### src/rtl/smm_irq_pkg.sv
package smm_irq_pkg;
   typedef enum logic [1:0] {
      SEL_NONE = 2'b00,
      SEL_INTR = 2'b01,
      SEL_NMI  = 2'b10,
      SEL_SMI  = 2'b11
   } irq_sel_e;

   localparam int unsigned MIN_SYNC_STAGES = 2;
   localparam int unsigned MAX_SAVE_DELAY  = 1;
endpackage

### src/rtl/smm_pin_sync.sv
module smm_pin_sync #(
   parameter int unsigned SYNC_STAGES = 2
) (
   input  logic clk,
   input  logic hard_rst,
   input  logic pin_n,
   output logic fall
);
   import smm_irq_pkg::*;

   localparam int unsigned LAST = SYNC_STAGES - 1;

   if (SYNC_STAGES < MIN_SYNC_STAGES) begin : g_bad_stages
      $error("smm_pin_sync: SYNC_STAGES must be at least 2");
   end

   logic [SYNC_STAGES-1:0] chain_q;
   logic                   prev_q;

   for (genvar i = 0; i < SYNC_STAGES; i++) begin : g_stage
      if (i == 0) begin : g_first
         always_ff @(posedge clk or posedge hard_rst) begin
            if (hard_rst) chain_q[0] <= 1'b1;
            else          chain_q[0] <= pin_n;
         end
      end else begin : g_next
         always_ff @(posedge clk or posedge hard_rst) begin
            if (hard_rst) chain_q[i] <= 1'b1;
            else          chain_q[i] <= chain_q[i-1];
         end
      end
   end

   always_ff @(posedge clk or posedge hard_rst) begin
      if (hard_rst) prev_q <= 1'b1;
      else          prev_q <= chain_q[LAST];
   end

   assign fall = prev_q & ~chain_q[LAST];
endmodule

### src/rtl/smm_pend_arb.sv
module smm_pend_arb (
   input  logic                    clk,
   input  logic                    hard_rst,
   input  logic                    fall,
   input  logic                    boundary,
   input  logic                    in_mode,
   input  logic                    nmi_pend,
   input  logic                    intr_pend,
   output logic                    take,
   output smm_irq_pkg::irq_sel_e   sel
);
   import smm_irq_pkg::*;

   logic pend_q;
   logic smi_ready;

   assign smi_ready = pend_q & ~in_mode;
   assign take      = boundary & smi_ready;

   always_ff @(posedge clk or posedge hard_rst) begin
      if (hard_rst)  pend_q <= 1'b0;
      else if (fall) pend_q <= 1'b1;
      else if (take) pend_q <= 1'b0;
   end

   always_comb begin
      sel = SEL_NONE;
      if (boundary) begin
         if (smi_ready)      sel = SEL_SMI;
         else if (nmi_pend)  sel = SEL_NMI;
         else if (intr_pend) sel = SEL_INTR;
      end
   end
endmodule

### src/rtl/smm_mode_fsm.sv
module smm_mode_fsm #(
   parameter int unsigned SAVE_DELAY = 1
) (
   input  logic clk,
   input  logic hard_rst,
   input  logic take,
   input  logic resume_stb,
   input  logic soft_rst_req,
   output logic in_mode,
   output logic enter_pulse,
   output logic save_req,
   output logic soft_rst_out
);
   import smm_irq_pkg::*;

   if (SAVE_DELAY > MAX_SAVE_DELAY) begin : g_bad_delay
      $error("smm_mode_fsm: SAVE_DELAY must be 0 or 1");
   end

   logic mode_q;
   logic enter_q;

   always_ff @(posedge clk or posedge hard_rst) begin
      if (hard_rst) begin
         mode_q  <= 1'b0;
         enter_q <= 1'b0;
      end else begin
         enter_q <= take;
         if (take)            mode_q <= 1'b1;
         else if (resume_stb) mode_q <= 1'b0;
      end
   end

   if (SAVE_DELAY == 0) begin : g_save_now
      assign save_req = enter_q;
   end else begin : g_save_late
      logic save_q;
      always_ff @(posedge clk or posedge hard_rst) begin
         if (hard_rst) save_q <= 1'b0;
         else          save_q <= enter_q;
      end
      assign save_req = save_q;
   end

   assign in_mode      = mode_q;
   assign enter_pulse  = enter_q;
   assign soft_rst_out = soft_rst_req & ~mode_q;
endmodule

### src/rtl/smm_irq_ctrl.sv
module smm_irq_ctrl #(
   parameter int unsigned SYNC_STAGES = 2,
   parameter int unsigned SAVE_DELAY  = 1
) (
   input  logic       clk,
   input  logic       hard_rst,
   input  logic       smi_pin_n,
   input  logic       boundary,
   input  logic       nmi_pend,
   input  logic       intr_pend,
   input  logic       resume_stb,
   input  logic       soft_rst_req,
   output logic       enter_pulse,
   output logic       save_req,
   output logic       smm_act_n,
   output logic [1:0] int_sel,
   output logic       soft_rst_out
);
   import smm_irq_pkg::*;

   logic     fall;
   logic     take;
   logic     in_mode;
   irq_sel_e sel;

   smm_pin_sync #(.SYNC_STAGES(SYNC_STAGES)) sync_i (
      .clk      (clk),
      .hard_rst (hard_rst),
      .pin_n    (smi_pin_n),
      .fall     (fall)
   );

   smm_pend_arb arb_i (
      .clk       (clk),
      .hard_rst  (hard_rst),
      .fall      (fall),
      .boundary  (boundary),
      .in_mode   (in_mode),
      .nmi_pend  (nmi_pend),
      .intr_pend (intr_pend),
      .take      (take),
      .sel       (sel)
   );

   smm_mode_fsm #(.SAVE_DELAY(SAVE_DELAY)) fsm_i (
      .clk          (clk),
      .hard_rst     (hard_rst),
      .take         (take),
      .resume_stb   (resume_stb),
      .soft_rst_req (soft_rst_req),
      .in_mode      (in_mode),
      .enter_pulse  (enter_pulse),
      .save_req     (save_req),
      .soft_rst_out (soft_rst_out)
   );

   assign smm_act_n = ~in_mode;
   assign int_sel   = sel;
endmodule

### config.mk
export PLATFORM = sky130hd
export DESIGN_NAME = smm_irq_ctrl
export DESIGN_NICKNAME = d
export VERILOG_FILES = /design/src/rtl/smm_irq_pkg.sv /design/src/rtl/smm_pin_sync.sv /design/src/rtl/smm_pend_arb.sv /design/src/rtl/smm_mode_fsm.sv /design/src/rtl/smm_irq_ctrl.sv
export SDC_FILE = /design/constraint.sdc
export NUM_CORES = 1
export LEC_CHECK = 0
export ABC_AREA = 0
export BUFFER_PORTS_ARGS = -buffer_cell sky130_fd_sc_hd__buf_2
export CAP_MARGIN = 20
export CORE_AREA = 2 2 39 41
export CTS_CLUSTER_DIAMETER = 150
export DETAILED_ROUTE_END_ITERATION = 7
export DIE_AREA = 0 0 41 43
export SLEW_MARGIN = 20
export SYNTH_ARGS = -nofsm -noshare
export SYNTH_HDL_FRONTEND = slang
export SYNTH_SLANG_ARGS = --single-unit
### constraint.sdc
create_clock -name clk -period 1.4 [get_ports clk]
set_input_delay 0.07 -clock clk [delete_from_list [all_inputs] [get_ports clk]]
set_output_delay 0.07 -clock clk [all_outputs]
set_load 0.01 [all_outputs]
# After elaboration in Yosys (flattened, before gate mapping)
# Cells that the tools add are included.
[op_classes]
muxes = 8
bitwise_logic = 6
n_reduce_logical = 2
[op_table]
columns = ["operator", "n"]
rows = [
  ["$mux W2", 3],
  ["$mux W1", 5],
  ["$and A1 B1 Y1", 4],
  ["$reduce_bool A2 Y1", 2],
  ["$not A1 Y1", 2],
]
[word_totals]
regBits = 7
out_inout_bits = 6
elab_cells = 23

# Longest topological paths before layout
[depth]
ltp_word = 5
mapped_depth = 2
mapped_depth_nobuf = 2

# Cells and area by module
# A second synthesis with hierarchy kept.
[hier_totals]
hier_cells = 22
hier_area_um2 = 280.3
[by_module_without_submodules]
columns = ["mod", "n_inst", "cells_each", "area_per_inst_um2"]
rows = [
  ["smm_mode_fsm", 1, 7, 96.3],
  ["smm_pin_sync", 1, 5, 96.3],
  ["smm_pend_arb", 1, 9, 83.8],
  ["smm_irq_ctrl", 1, 1, 3.8],
]

# Worst setup path before layout
# No wires, ideal clock.
[synth_path]
kind = "register to register"
startpoint = "reg sync_i.chain_q[1]"
endpoint = "reg arb_i.pend_q"
t_arrival_ns = 0.738
setup_slack_ns = 0.541
path_stages_with_launch = 3
cell_sequence = "dfstp_2 -> inv_1 -> a22o_1"
[synth_between]
elab_chain_len = 3
[synth_lines]
columns = ["item", "line", "rtl"]
rows = [
  ["from (decl)", "smm_pin_sync.sv:17", "logic [SYNC_STAGES-1:0] chain_q;"],
  ["from (signal, indexed assignment)", "smm_pin_sync.sv:29", "else chain_q[i] <= chain_q[i-1];"],
  ["$not A1 Y1 (*)", "smm_pin_sync.sv:39", "assign fall = prev_q & ~chain_q[LAST];"],
  ["$and A1 B1 Y1 (*)", "smm_pin_sync.sv:39", ""],
  ["$mux W1 / $reduce_bool A2 Y1 (equally long branches)", "n/a", ""],
  ["to (signal assigned)", "smm_pend_arb.sv:21", "if (hard_rst) pend_q <= 1'b0;"],
  ["to (signal assigned)", "smm_pend_arb.sv:22", "else if (fall) pend_q <= 1'b1;"],
  ["to (signal assigned)", "smm_pend_arb.sv:23", "else if (take) pend_q <= 1'b0;"],
  ["to (decl)", "smm_pend_arb.sv:14", "logic pend_q;"],
]
# Mark *: on every way between the ends. The rest lies on a longest branch, timed or not.
# A chain may end at the register's enable or synchronous reset.

# Worst setup path after layout
[layout_path]
startpoint = "reg fsm_i.mode_q, in the netlist fsm_i.in_mode"
endpoint = "out int_sel[0]"
[layout_between]
elab_chain_len = 4
[layout_lines]
columns = ["item", "line", "rtl"]
rows = [
  ["from (decl)", "smm_mode_fsm.sv:20", "logic mode_q;"],
  ["from (signal assigned)", "smm_mode_fsm.sv:25", "mode_q <= 1'b0;"],
  ["from (signal assigned)", "smm_mode_fsm.sv:29", "if (take) mode_q <= 1'b1;"],
  ["from (signal assigned)", "smm_mode_fsm.sv:30", "else if (resume_stb) mode_q <= 1'b0;"],
  ["$not A1 Y1", "smm_pend_arb.sv:17", "assign smi_ready = pend_q & ~in_mode;"],
  ["$and A1 B1 Y1", "smm_pend_arb.sv:17", ""],
  ["$mux W2", "smm_pend_arb.sv:29", "if (smi_ready) sel = SEL_SMI;"],
  ["$mux W2", "smm_pend_arb.sv:28", "if (boundary) begin"],
  ["to (decl)", "smm_irq_ctrl.sv:16", "output logic [1:0] int_sel,"],
]
# Every way passes these cells.

==> qor.txt <==
Final Cycle Share -> 0.838
Die W -> 41 um
top cells by area, synth -> dfrtp_1 (39%), dfstp_2 (31%), o21a_1 (5.8%)
clk_skew -> 0.0820 ps
CTS tree -> done
Ports -> 14
CP Capture Type -> primary output
placer congestion estimate -> 0.675
Syn-to-layout area delta -> 54.9%
delay-heaviest family, CP -> flip-flops
Synth cell types -> 11
DRT Wirelength -> 478 um
Post-Place Setup Slack -> 489 ps
RSZ-0062 raised after global routing -> no
number of synthesis warnings -> 0
syn_area_per_cell -> 13.6 um2
switching part of the total power -> 0.243
Syn Nets -> 27
initial DRC count -> 0
critical path peak fanout -> 4
fmax -> 0.853 GHz
vias post-DR -> 206
Cell Pwr Density -> 1280 nW/um2
clock power share -> 0.348
Detailed Routing Iterations Pass 1 -> 1
Fillers -> 148
#FFs+latches synth -> 7
Switch Pwr -> 0.000124 W
Total GRT Usage -> 0.0711
clock latency on the worst-skew pair -> 250 ps
area share of the largest cell type after synthesis -> 0.388
Reg clk slew, reported paths -> 50 ps
Setup-failing EPs final -> 0
asr flop ratio synth -> 1.00
crit-path max cell delay -> 400 ps
DRC violations left -> 0
Pleak -> 0.206 nW
status -> finished clean
diode count -> 0
clock root buffer -> clkbuf_4
post-cts sizing count -> 0
antenna violations before repair -> 0
Starting Density -> 0.186
clk sink count -> 7
worst setup path class -> register to primary output
Num CTS Buffers -> 3
Worst Path Buf+Inv -> 1
max cap viols -> 0
largest net degree at the start of global routing -> 8
crit start category -> register
Int Pwr -> 0.000385 W
core area -> 1380 um2
Slew Viols, Final -> 0
number of synthesized flops with an enable pin -> 0
cell with the most instances after synthesis -> dfrtp_1
global route overflow -> 0
Yosys top cell by area -> dfrtp_1
Worst Max-Slew Pin Slew -> 248 ps
Max VDD drop -> 0.507 mV
critical-path cell list -> nor2b_2 -> o21a_1 -> buf_2
vias in the first global route -> 195
Nets -> 48
HP Class -> input pin to register
Rows -> 14
Logic pwr share -> 0.182
CP arrival -> 1100 ps
Primary FF master, synth -> dfrtp_1
Routed Antenna Nets -> 0
proportion of layout cells with a drive suffix above 1 -> 0.513
die outline area -> 1760 um2
cell area after synthesis -> 258 um2
Final Hold Fails -> 0
number of port buffers -> 13
drt wl/cell -> 8.69 um
Final WS setup -> 227 ps
Post-synth top cells -> dfrtp_1 (4), dfstp_2 (3), inv_1 (3), o21a_1 (2)
final core occ -> 0.288
cells after synthesis -> 19
first-pass GRT wire length -> 717 um
Reg power frac -> 0.470
H-tree depth -> 1
CP max-delay cell -> dfrtp_1
Die Span Y -> 43 um
Clock Path Buffers -> 2
TNS Setup -> 0 ps
sequential area share after synthesis -> 0.694
Vias/cell -> 3.75
Rel. slew slack -> 0.834
CP required -> 1330 ps
Tmin final -> 1170 ps
## timing repair
action                                 4_1_cts  5_1_grt
buffers inserted                             0        0
hold buffers                                 3        0
endpoints found under the hold margin        9        0
## worst reg2reg max path: stages (launching register included)
cell and delay [ps]:
dfstp_2 520, inv_1 40, a22o_1 210
## final timing paths
check | from | to | slack [ps] | cells past startpoint
max in group asynchronous | hard_rst | sync_i.chain_q[1] | 860 | 3
min | boundary | fsm_i.in_mode | 90 | 2
min reg2reg | sync_i.chain_q[0] | sync_i.chain_q[1] | 360 | 0
max | fsm_i.in_mode | int_sel[0] | 230 | 3
min in group asynchronous | hard_rst | fsm_i.save_req | 280 | 3
max reg2reg | sync_i.chain_q[1] | arb_i.pend_q | 520 | 2
## state kept, by name (all words and copies together) (netlist names)
signal,flops
arb_i.pend_q,1
fsm_i.enter_pulse,1
fsm_i.save_req,1
sync_i.chain_q,2
sync_i.prev_q,1
fsm_i.in_mode,1
## through the flow
step | hold slack, ps | instances | total power (W) | instance area [um2]
after floorplan | -129 | 19 | 0.000290 | 258
after global placement | 3.66 | 48 | 0.000328 | 343
after detailed placement | 3.56 | 48 | 0.000330 | 343
after CTS | 83.7 | 55 | 0.000522 | 399
after global routing | 101 | 55 | 0.000544 | 399
final | 93.6 | 55 | 0.000509 | 399
## metal layers
layer,share of wire,wire length (um),up-vias,track usage
met3,0.14,66,4,0.0628
met2,0.39,187,16,0.0781
met5,0,0,-,0
li1,-,-,99,-
met4,0.036,17,0,0.0800
met1,0.44,208,87,0.0702
## layout by cell type (no fill, tap or decap)
master | synthesis | layout
a22o_1 | 1 | 1
and2_1 | 1 | 1
and2b_1 | 1 | 1
buf_2 | 0 | 13
clkbuf_1 | 0 | 1
clkbuf_4 | 0 | 3
dfrtp_1 | 4 | 4
dfstp_2 | 3 | 3
dlygate4sd3_1 | 0 | 3
inv_1 | 3 | 3
nand2b_1 | 1 | 1
nor2b_1 | 1 | 1
nor2b_2 | 1 | 1
o21a_1 | 2 | 2
o2bb2ai_1 | 1 | 1
## final cells by class
cell class	count	area [um2]	area share
sequential	7	179	0.448
timing repair buffer	16	95.1	0.238
multi-input combinational	9	67.6	0.169
clock buffer	4	26.3	0.0658
tap	16	20.0	0.0502
inverter	3	11.3	0.0282
## cell families after synthesis
group	share of synthesized area
AOI/OAI and AO/OA	0.126
buffers and inverters	0.0437
DFF	0.694
and+or+nand+nor	0.136
## power groups by stage
stage	clock (W)	combinational, W	sequential, W
floorplan	0	0.0000463	0.000244
global placement	0	0.0000852	0.000243
detailed placement	0	0.0000868	0.000243
CTS	0.000189	0.0000937	0.000240
global route	0.000200	0.000101	0.000243
finish	0.000177	0.0000925	0.000239
Note: power is estimated with default switching activity, not from simulation.
